[config.mk]
export PLATFORM = sky130hd
export DESIGN_NAME = wormhole_hdr_router
export DESIGN_NICKNAME = d
export VERILOG_FILES = /design/src/rtl/rw_route_pkg.sv /design/src/rtl/rw_hdr_match.sv /design/src/rtl/rw_steer_fsm.sv /design/src/rtl/rw_out_stage.sv /design/src/rtl/rw_err_irq.sv /design/src/rtl/wormhole_hdr_router.sv
export SDC_FILE = /design/constraint.sdc
export NUM_CORES = 1
export LEC_CHECK = 0
export ABC_AREA = 1
export BUFFER_PORTS_ARGS = -buffer_cell sky130_fd_sc_hd__buf_2
export CORE_ASPECT_RATIO = 0.9
export CORE_MARGIN = 5
export CORE_UTILIZATION = 49
export CTS_BUF_LIST = sky130_fd_sc_hd__clkbuf_8
export CTS_CLUSTER_SIZE = 12
export DETAILED_ROUTE_END_ITERATION = 10
export PLACE_DENSITY = 0.82
export RECOVER_POWER = 50
export SYNTH_ARGS = -nofsm -noshare
export SYNTH_HDL_FRONTEND = slang
export SYNTH_SLANG_ARGS = --single-unit
[constraint.sdc]
create_clock -name clk -period 1.6 [get_ports clk]
set_clock_uncertainty 0.05 [all_clocks]
set_input_delay 0.08 -clock clk [delete_from_list [all_inputs] [get_ports clk]]
set_output_delay 0.08 -clock clk [all_outputs]
set_load 0.01 [all_outputs]
[src/rtl/rw_route_pkg.sv]
package rw_route_pkg;

    localparam int BYTE_W = 8;

    typedef struct packed {
        logic              eop;
        logic              kind;
        logic [BYTE_W-1:0] data;
    } tok_t;

    typedef enum logic {
        ST_HDR  = 1'b0,
        ST_BODY = 1'b1
    } steer_st_e;

    function automatic int port_w(input int links);
        return (links + 1 > 1) ? $clog2(links + 1) : 1;
    endfunction

endpackage

[src/rtl/rw_hdr_match.sv]
module rw_hdr_match
    import rw_route_pkg::*;
#(
    parameter int NUM_LINKS = 3,
    parameter int SRC_LINK  = 0,
    localparam int PW = port_w(NUM_LINKS)
) (
    input  logic [BYTE_W-1:0]           hdr,
    input  logic [NUM_LINKS*BYTE_W-1:0] link_addr,
    input  logic [BYTE_W-1:0]           local_addr,
    output logic [PW-1:0]               dest,
    output logic                        miss
);

    logic [NUM_LINKS-1:0] hit;

    genvar g;
    generate
        for (g = 0; g < NUM_LINKS; g++) begin : g_cmp
            if (g == SRC_LINK) begin : g_self
                assign hit[g] = 1'b0;
            end else begin : g_other
                assign hit[g] = (link_addr[g*BYTE_W +: BYTE_W] == hdr);
            end
        end
    endgenerate

    always_comb begin
        dest = PW'(NUM_LINKS);
        miss = 1'b1;
        if (hdr == local_addr) begin
            miss = 1'b0;
        end else begin
            for (int i = NUM_LINKS - 1; i >= 0; i--) begin
                if (hit[i]) begin
                    dest = PW'(i);
                    miss = 1'b0;
                end
            end
        end
    end

endmodule

[src/rtl/rw_steer_fsm.sv]
module rw_steer_fsm
    import rw_route_pkg::*;
#(
    parameter int NUM_LINKS = 3,
    localparam int PW = port_w(NUM_LINKS)
) (
    input  logic          clk,
    input  logic          rst,
    input  logic          route_en,
    input  logic          in_valid,
    input  tok_t          in_tok,
    input  logic [PW-1:0] match_dest,
    input  logic          match_miss,
    output logic          fwd_valid,
    output logic [PW-1:0] fwd_port,
    output logic          miss_evt
);

    localparam logic [PW-1:0] LOCAL_PORT = PW'(NUM_LINKS);

    steer_st_e     st_q, st_n;
    logic [PW-1:0] dest_q, dest_n;

    always_comb begin
        st_n      = route_en ? st_q : ST_HDR;
        dest_n    = dest_q;
        fwd_valid = 1'b0;
        fwd_port  = LOCAL_PORT;
        miss_evt  = 1'b0;
        if (in_valid) begin
            if (!route_en) begin
                fwd_valid = 1'b1;
            end else if (st_q == ST_HDR) begin
                if (in_tok.eop) begin
                    fwd_valid = 1'b1;
                end else begin
                    dest_n   = match_dest;
                    miss_evt = match_miss;
                    st_n     = ST_BODY;
                end
            end else begin
                fwd_valid = 1'b1;
                fwd_port  = dest_q;
                if (in_tok.eop) st_n = ST_HDR;
            end
        end
    end

    always_ff @(posedge clk) begin
        if (rst) begin
            st_q   <= ST_HDR;
            dest_q <= LOCAL_PORT;
        end else begin
            st_q   <= st_n;
            dest_q <= dest_n;
        end
    end

endmodule

[src/rtl/rw_out_stage.sv]
module rw_out_stage
    import rw_route_pkg::*;
#(
    parameter int NUM_LINKS = 3,
    localparam int NPORT = NUM_LINKS + 1,
    localparam int PW = port_w(NUM_LINKS)
) (
    input  logic                    clk,
    input  logic                    rst,
    input  logic                    fwd_valid,
    input  logic [PW-1:0]           fwd_port,
    input  tok_t                    tok,
    output logic [NPORT-1:0]        out_valid,
    output logic [NPORT*BYTE_W-1:0] out_data,
    output logic [NPORT-1:0]        out_eop,
    output logic [NPORT-1:0]        out_eop_kind
);

    genvar p;
    generate
        for (p = 0; p < NPORT; p++) begin : g_port
            logic sel;
            assign sel = fwd_valid && (fwd_port == PW'(p));
            always_ff @(posedge clk) begin
                if (rst) begin
                    out_valid[p]                  <= 1'b0;
                    out_data[p*BYTE_W +: BYTE_W]  <= '0;
                    out_eop[p]                    <= 1'b0;
                    out_eop_kind[p]               <= 1'b0;
                end else begin
                    out_valid[p] <= sel;
                    if (sel) begin
                        out_data[p*BYTE_W +: BYTE_W] <= tok.data;
                        out_eop[p]                   <= tok.eop;
                        out_eop_kind[p]              <= tok.kind;
                    end
                end
            end
        end
    endgenerate

endmodule

[src/rtl/rw_err_irq.sv]
module rw_err_irq (
    input  logic clk,
    input  logic rst,
    input  logic miss_evt,
    input  logic err_clr,
    input  logic err_mask,
    output logic route_irq
);

    logic flag_q;

    always_ff @(posedge clk) begin
        if (rst)           flag_q <= 1'b0;
        else if (miss_evt) flag_q <= 1'b1;
        else if (err_clr)  flag_q <= 1'b0;
    end

    assign route_irq = flag_q & err_mask;

endmodule

[src/rtl/wormhole_hdr_router.sv]
module wormhole_hdr_router
    import rw_route_pkg::*;
#(
    parameter int NUM_LINKS = 3,
    parameter int SRC_LINK  = 0,
    localparam int NPORT = NUM_LINKS + 1,
    localparam int PW = port_w(NUM_LINKS)
) (
    input  logic                        clk,
    input  logic                        rst,
    input  logic                        route_en,
    input  logic [NUM_LINKS*BYTE_W-1:0] link_addr,
    input  logic [BYTE_W-1:0]           local_addr,
    input  logic                        err_mask,
    input  logic                        err_clr,
    input  logic                        in_valid,
    input  logic [BYTE_W-1:0]           in_data,
    input  logic                        in_eop,
    input  logic                        in_eop_kind,
    output logic [NPORT-1:0]            out_valid,
    output logic [NPORT*BYTE_W-1:0]     out_data,
    output logic [NPORT-1:0]            out_eop,
    output logic [NPORT-1:0]            out_eop_kind,
    output logic                        route_irq
);

    tok_t          tok;
    logic [PW-1:0] m_dest;
    logic          m_miss;
    logic          fwd_valid;
    logic [PW-1:0] fwd_port;
    logic          miss_evt;

    assign tok = '{eop: in_eop, kind: in_eop_kind, data: in_data};

    rw_hdr_match #(.NUM_LINKS(NUM_LINKS), .SRC_LINK(SRC_LINK)) u_match (
        .hdr        (in_data),
        .link_addr  (link_addr),
        .local_addr (local_addr),
        .dest       (m_dest),
        .miss       (m_miss)
    );

    rw_steer_fsm #(.NUM_LINKS(NUM_LINKS)) u_fsm (
        .clk        (clk),
        .rst        (rst),
        .route_en   (route_en),
        .in_valid   (in_valid),
        .in_tok     (tok),
        .match_dest (m_dest),
        .match_miss (m_miss),
        .fwd_valid  (fwd_valid),
        .fwd_port   (fwd_port),
        .miss_evt   (miss_evt)
    );

    rw_out_stage #(.NUM_LINKS(NUM_LINKS)) u_out (
        .clk          (clk),
        .rst          (rst),
        .fwd_valid    (fwd_valid),
        .fwd_port     (fwd_port),
        .tok          (tok),
        .out_valid    (out_valid),
        .out_data     (out_data),
        .out_eop      (out_eop),
        .out_eop_kind (out_eop_kind)
    );

    rw_err_irq u_err (
        .clk       (clk),
        .rst       (rst),
        .miss_evt  (miss_evt),
        .err_clr   (err_clr),
        .err_mask  (err_mask),
        .route_irq (route_irq)
    );

endmodule

* Word level (Yosys, flattened, before mapping)
Index checks and enable logic that the tools add are counted.
** Operators by class
- Equal/unequal tests :: 6
- Muxes and demuxes :: 25
- Bitwise logic cells :: 3
- Reduce and logical (&&, ||, !) cells :: 7
** Operators with widths (number)
- $eq A8 B8 Y1 :: 3
- $mux W1 :: 20
- $mux W2 :: 5
- $eq A2 B2 Y1 const B :: 2
- $logic_and A1 B1 Y1 :: 4
- $reduce_and A4 Y1 :: 1
- $eq A2 B1 Y1 const B :: 1
- $logic_not A2 Y1 :: 1
- $not A1 Y1 :: 2
- $reduce_bool A2 Y1 :: 1
- $and A1 B1 Y1 :: 1
** Storage, ports and cells
- Bits in registers :: 48
- Bits of input ports :: 48
- Output and inout port bits :: 45
- Logic and storage cells :: 60

* Logic depth before layout (Yosys ltp)
Gate-level depths: netlist of the first run.
- Depth after elaboration :: 9
- Mapped depth :: 11
- Mapped depth without buffers :: 10

* Modules after synthesis
From an unflattened synthesis of the first run, not the netlist that was laid out.
** Second synthesis, totals
- Cell total of the unflattened synthesis :: 381
- Area total of the unflattened synthesis :: 2376.0 sq um
** Modules (own cells, without submodules)
- rw_out_stage :: times used 1, cells an instance 270, area each 1770.4 sq um, sequential area each 880.8 sq um
- rw_hdr_match :: times used 1, cells an instance 81, area each 394.1 sq um, sequential area each 0.0 sq um
- rw_steer_fsm :: times used 1, cells an instance 23, area each 163.9 sq um, sequential area each 60.1 sq um
- rw_err_irq :: times used 1, cells an instance 7, area each 47.5 sq um, sequential area each 20.0 sq um

* Worst setup path after synthesis of the first run
Ideal clock, no wire load.
- Path type :: register -> register
- Start :: register u_fsm.st_q
- End :: register u_out.out_data[16]
- Library setup time :: 128 ps
- Arrival :: 1124 ps
- Slack :: 297 ps
- Stages on the path, launching flop included :: 7
- Clock period less this slack :: 1303 ps
- Cell sequence :: dfxtp_1 > nand2_1 > nor3_2 > nand4_1 > clkbuf_1 > o21ai_1 > a21oi_1
** Between the ends
- Word-level cells in the longest chain between the ends :: 5
- Elaborated cells between the ends (all ways) :: 8
- Those cells by class :: eq/ne (1); mux (6); reduce/logical (1)
** RTL lines
- start: declaration :: line rw_steer_fsm.sv:21 : steer_st_e st_q, st_n;
- start signal: assignment :: line rw_steer_fsm.sv:54 : st_q <= st_n;
- $mux W2 :: line rw_steer_fsm.sv:33 : end else if (st_q == ST_HDR) begin
- $mux W2 :: line rw_steer_fsm.sv:31 : if (!route_en) begin
- $mux W2 :: line rw_steer_fsm.sv:30 : if (in_valid) begin
- $eq A2 B2 Y1 :: line rw_out_stage.sv:23 : assign sel = fwd_valid && (fwd_port == PW'(p));
- $logic_and A1 B1 Y1 (*) :: line rw_out_stage.sv:23
- end signal: indexed assignment :: line rw_out_stage.sv:33 : out_data[p*BYTE_W +: BYTE_W] <= tok.data;
- end: declaration :: line rw_out_stage.sv:14 : output logic [NPORT*BYTE_W-1:0] out_data,
Every way passes the cells marked *; elsewhere a longest branch is shown, timed or not.
A chain may end at the register's enable or synchronous reset.

* Worst setup path in the final report of the first run
- Start :: register u_fsm.st_q
- End :: register u_out.out_data[27]
Same word-level chain as after synthesis.

==> flow_summary.toml, run 1 <==
[yosys]
synth_nets = 392
synthXorXnorAreaFrac_pct = 0.397
syn_avg_cell_area_sq_um = 6.42
muxShareOfSynthArea_pct = 0
yosysTopAreaCell = "dfxtp_1"
synth_top_family_by_area = "simple AND/OR/NAND/NOR gates"
synth_cell_types = 17
yosys_warnings = 0
ys_ff_latch = 48
synthesis.area_sq_um = 2210
synth_area_leaders = "dfxtp_1 (44%), nand2_1 (16%), inv_1 (9.3%)"
syn_inst = 344
ys_seq_area_share_pct = 43.5
synth-simple-area-share_pct = 29.3
synth_top_area_share_pct = 43.5
synthAdderAreaFrac_pct = 0
synth_compound_area_share_pct = 14.3

[placement]
portBuffers = 84
dp_cells = 483
dp_hpwl_mm = 4.26
dpl-instance-area_sq_um = 2700
gp_congestion = 0.848

[floorplanning]
dieArea_sq_um = 5950
coreArea_sq_um = 4400
start_util_pct = 50.2
fp.dieW_um = 80.8
io_pins = 93
std_cell_rows = 23
fp.dieH_um = 73.7

[worst_setup_path]
critical-path-slowest-cell = "dfxtp_1"
crit_end = "u_out.out_data[27]"
path_max_fanout = 9
crit_chain = "nand2_1, nor3_2, nor2_1, nand3_2, buf_4, o21ai_0, nor2_1"
crit_path_end_kind = "register"
crit_required_ps = 1740
cpMostUsedCell = "nor2_1"
max_stage_delay_ps = 340
r2r-start = "u_fsm.st_q"
reg2reg_slack_ps = 160
r2r-end = "u_out.out_data[27]"
critPathLaunch = "u_fsm.st_q"
critPathArrivalTime_ps = 1580
path_class = "reg2reg"
start_kind = "register"
r2r_cells = 7

[routing]
routed_wl_mm = 5.70
post_drt_wl_per_cell_um = 11.6
via_count = 2287
drc = 0
via_per_inst = 4.64
first_pass_iters = 4
antenna_left = 0
routed-wl-met3_um = 513
met2WireLength_mm = 2.71
wl_met1_mm = 2.43
top_layer_used = "met4"
drtIter0Drc = 113

[clocking]
clockRootBuffer = "clkbuf_8"
clock_tree.buffer_depth = 2
cts_sinks = 48
clk_transition_reported_paths_ps = 90
htreeDepth = 2
clock_latency_ps = 300
cts-buffers-inserted = 5
cts_tree = "done"

[job]
maxCapViolCount = 0

[power]
finalPower_w = 0.00225
vdd_drop_max_mv = 0.464
switching_share_pct = 25.7
switchingPower_w = 0.000578
intPower_w = 0.00167
p_clk_share_pct = 32.3
power.density_nw_per_um2 = 815
combPwrFrac_pct = 13.0
p_leak_nw = 1.30
p_seq_share_pct = 54.7

[layout]
stdcell_area_sq_um = 2760
final_nets = 479
syn_to_final_growth_pct = 25.1
drive_above_1_share_pct = 13.9
antenna_cells = 0
utilization_pct = 62.7
stdcell_count = 493

[timing]
slew_viol_final = 0
hold_violations = 0
finalSetupViolations = 0
rsz0062_at_grt = "no"
period_minus_slack_ps = 1440
tightest_slew_ps = 688
relSlewSlack_pct = 54.1
tns_ps = 0
period_share_pct = 90.0
fmax_mhz = 694

[grt]
grt_max_degree = 31
grtUsageTotal_pct = 19.4
grt_pass1_vias = 1939
antenna_found_initial = 0
grt_pass1_wl_mm = 8.85
overflow = 0

[run_status]
status = "completed"

[hold_path]
hp-class = "in2reg"
[timing repair]
item | in CTS | in global routing
hold buffers | 2 | 0
setup buffers | 0 | 1
setup endpoints to repair | 0 | 26
hold endpoints to repair | 3 | 0
gates resized for setup | 0 | 2
[area by class of cell]
cell class,instances,area [sq um]
Clock buffer,6,82.6
Clock inverter,1,8.76
Fill cell,460,1640
Inverter,57,214
Multi-Input combinational cell,225,978
Sequential cell,48,961
Tap cell,62,77.6
Timing Repair Buffer,94,440
[synthesized netlist by cell type]
library cell and instances:
nand3_1 13, nor2_1 45, dfxtp_1 48, nor3_2 2
o21ai_0 11, inv_2 2, nand3b_1 1, o21ai_1 20
clkbuf_1 8, nand2_1 96, a21oi_1 32, inv_1 55
nand4_1 3, xor2_1 1, or2_2 1, buf_4 1
buf_2 5
[metrics by stage]
step | hold WS (ps) | setup WS [ps]
after floorplan | 176 | 297
after global placement | 283 | 156
after detailed placement | 286 | 86.3
after CTS | 23.9 | 67.7
after global routing | 34.9 | 10.5
final | 32.2 | 160
[power groups by stage]
stage	Combinational, W	Sequential (W)	Clock (W)
4_1_cts	0.000301	0.00123	0.000743
6_report	0.000293	0.00123	0.000726
5_1_grt	0.000336	0.00123	0.000785
3_3_place_gp	0.000289	0.00126	0
3_5_place_dp	0.000296	0.00126	0
2_1_floorplan	0.000152	0.00127	0
[how the worst min path moves through the flow]
| stage | start | to | cells after the start | slack, ps |
|---|---|---|---|---|
| after global placement | rst | u_fsm.dest_q[0] | 3 | 280 |
| final | route_en | u_fsm.st_q | 3 | 30 |
| after global routing | route_en | u_fsm.st_q | 3 | 30 |
| after floorplan | in_data[5] | u_out.out_data[29] | 2 | 180 |
| after CTS | route_en | u_fsm.st_q | 3 | 20 |
| after detailed placement | rst | u_fsm.dest_q[0] | 3 | 290 |
[flip-flops by register name (all words and copies together), names as in the netlist]
register / count
u_fsm.st_q: 1
u_err.flag_q: 1
u_out.out_valid: 4
u_out.out_eop: 4
u_out.out_eop_kind: 4
u_fsm.dest_q: 2
u_out.out_data: 32
[logic make-up (layout without fill, tap and decap cells)]
logic type / after synthesis / after routing
AND/OR/NAND/NOR: 161 / 161
flip-flops: 48 / 48
XOR/XNOR: 1 / 1
buffers and inverters: 71 / 158
AO/OA/AOI/OAI: 63 / 63
[routing by layer]
metal | global-route usage, % | vias up
met5 | 0 | -
met4 | 5.25 | 0
met3 | 5.15 | 6
met2 | 31.9 | 70
met1 | 25.2 | 985
li1 | - | 1226
[critical path, delay by kind of cell (launching register included)]
kind                   cells  cell delay, ps
AND/OR/NAND/NOR            5             600
flip-flops                 1             340
buffers and inverters      1             210
AO/OA/AOI/OAI              1             150
[cell usage in the layout, fill, tap and decap left out, drive strengths merged]
cell / synthesis / layout
o21ai: 31 / 31
dlygate4sd3: 0 / 2
nand2: 96 / 96
nand3: 13 / 13
nand4: 3 / 3
xor2: 1 / 1
nor2: 45 / 45
dfxtp: 48 / 48
a21oi: 32 / 32
or2: 1 / 1
inv: 57 / 57
clkbuf: 8 / 52
buf: 6 / 46
clkinv: 0 / 1
nor3: 2 / 2
nand3b: 1 / 1
Power figures use the tool's default switching activity.
==> inputs of run 2 (changes only) <==
--- a/config.mk
+++ b/config.mk
@@ -5,11 +5,10 @@
 export SDC_FILE = /design/constraint.sdc
 export NUM_CORES = 1
 export LEC_CHECK = 0
-export ABC_AREA = 1
 export BUFFER_PORTS_ARGS = -buffer_cell sky130_fd_sc_hd__buf_2
 export CORE_ASPECT_RATIO = 0.9
 export CORE_MARGIN = 5
-export CORE_UTILIZATION = 49
+export CORE_UTILIZATION = 48
 export CTS_BUF_LIST = sky130_fd_sc_hd__clkbuf_8
 export CTS_CLUSTER_SIZE = 12
 export DETAILED_ROUTE_END_ITERATION = 10
==> run 2 against run 1 <==
Synthesized cell count is 40% lower. Final cell count is 32% lower. Power is 10% higher. Routed wire length is 11% lower. Critical path type unchanged.
==> flow_summary.toml, run 2 <==
[run_status]
status = "completed"

[yosys]
synth-edff-count = 0
synthArstFlopShare_pct = 0
syn_inst = 205
yosysMostFrequentCell = "dfxtp_1"
yosys_most_used_dff = "dfxtp_1"
syn_avg_cell_area_sq_um = 9.93
synth_nets = 253
yosys_warnings = 0
synth_top_area_share_pct = 47.2
ys_seq_area_share_pct = 47.2
synth_common_cells = "dfxtp_1 (48), nor2_1 (44), mux2i_1 (40)"
synthesis.area_sq_um = 2040
synth_cell_types = 28
synth_area_leaders = "dfxtp_1 (47%), mux2i_1 (20%), nor2_1 (8.1%)"
ys_ff_latch = 48
yosysTopAreaCell = "dfxtp_1"

[timing]
relSlewSlack_pct = 76.8
finalSetupViolations = 0
period_minus_slack_ps = 1450
tightest_slew_ps = 345
period_share_pct = 90.6
hold_violations = 0
slew_viol_final = 0
fmax_mhz = 690
tns_ps = 0
rsz0062_at_grt = "no"

[layout]
largest_register = "u_out.out_data"
final_common_cell = "dfxtp_1"
fillCellCount = 381
final_nets = 336
multiInputGateArea_sq_um = 988
utilization_pct = 63.1
syn_to_final_growth_pct = 27.0
largest_reg_flops = 32
drive_above_1_share_pct = 21.5
final_cell_mix = "dfxtp_1 (47), nor2_1 (44), clkbuf_1 (44)"
antenna_cells = 0
seq_area_sq_um = 962
stdcell_count = 336

[floorplanning]
io_pins = 93
dieArea_sq_um = 5650
fp.dieW_um = 78.6
std_cell_rows = 22
fp.dieH_um = 71.8
coreArea_sq_um = 4100
start_util_pct = 49.6

[routing]
first_pass_iters = 4
drtIter0Drc = 86
via_per_inst = 5.12
antenna_left = 0
post_drt_wl_per_cell_um = 15.2
via_count = 1719
drc = 0
routed_wl_mm = 5.10

[clocking]
clockRootBuffer = "clkbuf_8"
htreeDepth = 2
cts_sinks = 48
cts-buffers-inserted = 5
clk_transition_reported_paths_ps = 80
clock_latency_ps = 290
cts_tree = "done"
clock_tree.buffer_depth = 2

[worst_setup_path]
critPathArrivalTime_ps = 1580
path_delay_family = "simple AND/OR/NAND/NOR gates"
start_kind = "register"
crit_path_end_kind = "register"
max_stage_delay_ps = 510
crit_chain = "nand3_2, or3b_4, mux2i_1, nor2_1"
path_class = "reg2reg"
cp_num_buf_inv = 0
path_max_fanout = 11
crit_required_ps = 1730
critical-path-slowest-cell = "or3b_4"

[placement]
gp_congestion = 0.787
portBuffers = 84
dp_hpwl_mm = 3.84
dp_cells = 328

[grt]
antenna_found_initial = 0
grt_max_degree = 26
grt_pass1_wl_mm = 8.00
grt_pass1_vias = 1668
grtUsageTotal_pct = 18.1
overflow = 0

[hold_path]
hp-class = "in2reg"

[job]
maxCapViolCount = 0

[power]
vdd_drop_max_mv = 0.545
p_leak_nw = 1.07
power.density_nw_per_um2 = 958
==> run 2: stage by stage <==
stage                     hold WS [ps]  cell area (sq um)  total power, W  setup WS [ps]
after floorplan                    174               2040         0.00140            176
after global placement             309               2500         0.00150            146
after detailed placement           311               2500         0.00150           87.1
after CTS                         19.2               2640         0.00250           72.4
after global routing              33.5               2590         0.00257           79.2
final                             23.2               2590         0.00248            150
==> run 2: final timing paths <==
| path | start | endpoint | slack, ps | cells after the start |
|---|---|---|---|---|
| setup / recovery | u_fsm.st_q | u_out.out_data[22] | 150 | 4 |
| hold / removal | in_eop_kind | u_out.out_eop_kind[0] | 20 | 3 |
| setup reg to reg | u_fsm.st_q | u_out.out_data[22] | 150 | 4 |
| hold reg to reg | u_err.flag_q | u_err.flag_q | 410 | 2 |
==> run 2: kinds of logic after synthesis <==
group	Yosys count	synth area share (%)
AND/OR/NAND/NOR	67	15.4
flip-flops	48	47.2
multiplexers	40	19.7
XOR/XNOR	24	10.3
buffers and inverters	19	4.79
AO/OA/AOI/OAI	7	2.58
==> run 2: cell type report <==
| class | count | share of cell area, % |
|---|---|---|
| timing repair buffer | 94 | 17.1 |
| tap | 48 | 2.32 |
| multi-input combinational | 138 | 38.2 |
| clock inverter | 2 | 2.32 |
| inverter | 1 | 0.145 |
| clock buffer | 5 | 2.66 |
| sequential | 48 | 37.2 |
==> run 2: per-layer routing <==
metal	vias to the layer above	track usage (%)	routed length [um]
met4	0	4.66	38
li1	843	-	-
met5	-	0	0
met3	5	5.28	423
met2	64	30.9	2400
met1	807	22.3	2240
==> run 2: worst min-delay path: cells and delay by family <==
kind          cells  cell delay (ps)
mux               1               70
simple gates      1               70
buf+inv           1              110
==> run 2: power breakdown <==
| group | internal [W] | switching, W |
|---|---|---|
| clock | 0.000615 | 0.000388 |
| combinational | 0.000116 | 0.000136 |
| sequential | 0.00121 | 0.00000911 |
==> run 2: what timing repair did <==
item / CTS / global route
setup buffers: 0 / 0
endpoints found under the setup margin: 0 / 5
hold endpoints to repair: 1 / 0
hold buffers: 1 / 0
gates resized for setup: 0 / 1
==> inputs of run 3 (changes only) <==
--- a/config.mk
+++ b/config.mk
@@ -6,9 +6,11 @@
 export NUM_CORES = 1
 export LEC_CHECK = 0
 export BUFFER_PORTS_ARGS = -buffer_cell sky130_fd_sc_hd__buf_2
+export CELL_PAD_IN_SITES_DETAIL_PLACEMENT = 1
+export CELL_PAD_IN_SITES_GLOBAL_PLACEMENT = 2
 export CORE_ASPECT_RATIO = 0.9
 export CORE_MARGIN = 5
-export CORE_UTILIZATION = 48
+export CORE_UTILIZATION = 28
 export CTS_BUF_LIST = sky130_fd_sc_hd__clkbuf_8
 export CTS_CLUSTER_SIZE = 12
 export DETAILED_ROUTE_END_ITERATION = 10
==> run 3 against run 2 <==
Cell area grew 1.2%. Combinational power increased by 2%. First-iteration DRC count decreased by 51%. Sequential share of layout area down 0.43 points. Sequential power hardly changed. Clock power decreased by 24%. Non-clock buffer count down 3. Highest routed layer unchanged. Die area rose by 61%. Critical path depth did not move.
==> flow_summary.toml, run 3 (same netlist as run 2, synthesis figures left out) <==
[worst_setup_path]
reg2reg_slack_ps = 120
path_max_fanout = 11
critPathLaunch = "u_fsm.st_q"
crit_end = "u_out.out_eop[2]"
crit_path_end_kind = "register"
r2r-start = "u_fsm.st_q"
crit_required_ps = 1720
r2r-end = "u_out.out_eop[2]"
critPathArrivalTime_ps = 1600
start_kind = "register"
path_class = "reg2reg"
r2r_cells = 4

[hold_path]
hp-class = "in2reg"

[grt]
grt_max_degree = 49
met3_usage_pct = 3.32
antenna_found_initial = 0
grt_use_met2_pct = 19.7
overflow = 0
grtUsageTotal_pct = 13.0
grt_pass1_vias = 1781
grt-busiest-layer = "met2"
grt_pass1_wl_mm = 9.29
grtUsageMet1_pct = 18.0

[placement]
portBuffers = 84
gp_congestion = 0.711
dp_hpwl_mm = 4.53
dpl-instance-area_sq_um = 2570

[clocking]
clockRootBuffer = "clkbuf_8"
cts_tree = "done"
clock_latency_ps = 290
clock_tree.buffer_depth = 2
cts_sinks = 48
cts-buffers-inserted = 5
htreeDepth = 2
clk_transition_reported_paths_ps = 80

[layout]
fillCellCount = 845
largest_register = "u_out.out_data"
antenna_cells = 0
multiInputGateArea_sq_um = 995
largest_reg_flops = 32
final_nets = 333
final_common_cell = "dfxtp_1"
drive_above_1_share_pct = 21.1
syn_to_final_growth_pct = 28.5
final_cell_mix = "dfxtp_1 (47), nor2_1 (44), clkbuf_1 (44)"
seq_area_sq_um = 962
stdcell_area_sq_um = 2620
utilization_pct = 37.0

[timing]
slew_viol_final = 0
finalSetupViolations = 0
tns_ps = 0
period_minus_slack_ps = 1480
hold_violations = 0
tightest_slew_ps = 508
relSlewSlack_pct = 66.1
fmax_mhz = 674
rsz0062_at_grt = "no"
period_share_pct = 92.8

[floorplanning]
std_cell_rows = 29
dieArea_sq_um = 9080
start_util_pct = 28.8
fp.dieH_um = 90.9
io_pins = 93
coreArea_sq_um = 7080
fp.dieW_um = 99.9

[power]
p_leak_nw = 1.05
combPwrFrac_pct = 11.5
vdd_drop_max_mv = 0.315
p_seq_share_pct = 54.6
p_clk_share_pct = 33.9
switchingPower_w = 0.000526
intPower_w = 0.00171
switching_share_pct = 23.5
power.density_nw_per_um2 = 856

[routing]
first_pass_iters = 4
drc = 0
drtIter0Drc = 42
post_drt_wl_per_cell_um = 15.4
antenna_left = 0
via_per_inst = 4.48
routed_wl_mm = 5.84
via_count = 1695

[run_status]
status = "completed"

[job]
maxCapViolCount = 0
run 3: cell count changes in the layout (fill, tap and decap cells not counted), sizes merged:
cell	change
buf	-2
bufinv	-2
clkbuf	+2
dlygate4sd3	-1
run 3: repair_timing:
action | CTS | global route
hold buffers | 0 | 0
endpoints found under the setup margin | 0 | 20
buffers inserted | 0 | 0
gates resized for setup | 0 | 2
run 3: routing by layer:
| layer | up-vias | routed length, um | part of all wire, % |
|---|---|---|---|
| li1 | 838 | - | - |
| met1 | 799 | 2800 | 48 |
| met2 | 52 | 2620 | 45 |
| met3 | 6 | 365 | 6.3 |
| met4 | 0 | 49 | 0.84 |
| met5 | - | 0 | 0 |
run 3: power groups by stage:
stage	Combinational (W)	Sequential (W)	Clock, W
final	0.000256	0.00122	0.000760
after floorplan	0.000142	0.00126	0
after global placement	0.000260	0.00125	0
after global routing	0.000283	0.00123	0.000851
after CTS	0.000267	0.00122	0.000800
after detailed placement	0.000265	0.00125	0
run 3: how the worst min path moves through the flow:
stage                start                     to  depth (start not counted)
4_1_cts            err_clr           u_err.flag_q                          4
2_1_floorplan  in_eop_kind  u_out.out_eop_kind[2]                          2
3_3_place_gp       err_clr           u_err.flag_q                          4
5_1_grt            err_clr           u_err.flag_q                          4
6_report       in_eop_kind  u_out.out_eop_kind[2]                          3
3_5_place_dp   in_eop_kind  u_out.out_eop_kind[2]                          3
run 3: cell type report:
type	instances	share of cell area, %
clock buffers	7	3.68
well taps	93	4.45
repair buffers	91	16.9
flip-flops and latches	48	36.8
inverters	1	0.143
multi-input cells	138	38.0
run 3: critical path, stage by stage, from the launching register on:
cell and delay, ps:
dfxtp_2 390, nand3_2 160, or3b_4 520, mux2i_1 190
nor2_1 50
run 3: stage by stage:
| step | power [W] | hold slack, ps | worst slack (ps) | cells |
|---|---|---|---|---|
| global placement | 0.00151 | 321 | 121 | 371 |
| global route | 0.00236 | 33.2 | 22.4 | 378 |
| detailed placement | 0.00152 | 327 | 28.1 | 371 |
| CTS | 0.00229 | 12.1 | 24.1 | 378 |
| floorplan | 0.00140 | 174 | 176 | 205 |
| finish | 0.00224 | 20.2 | 116 | 378 |
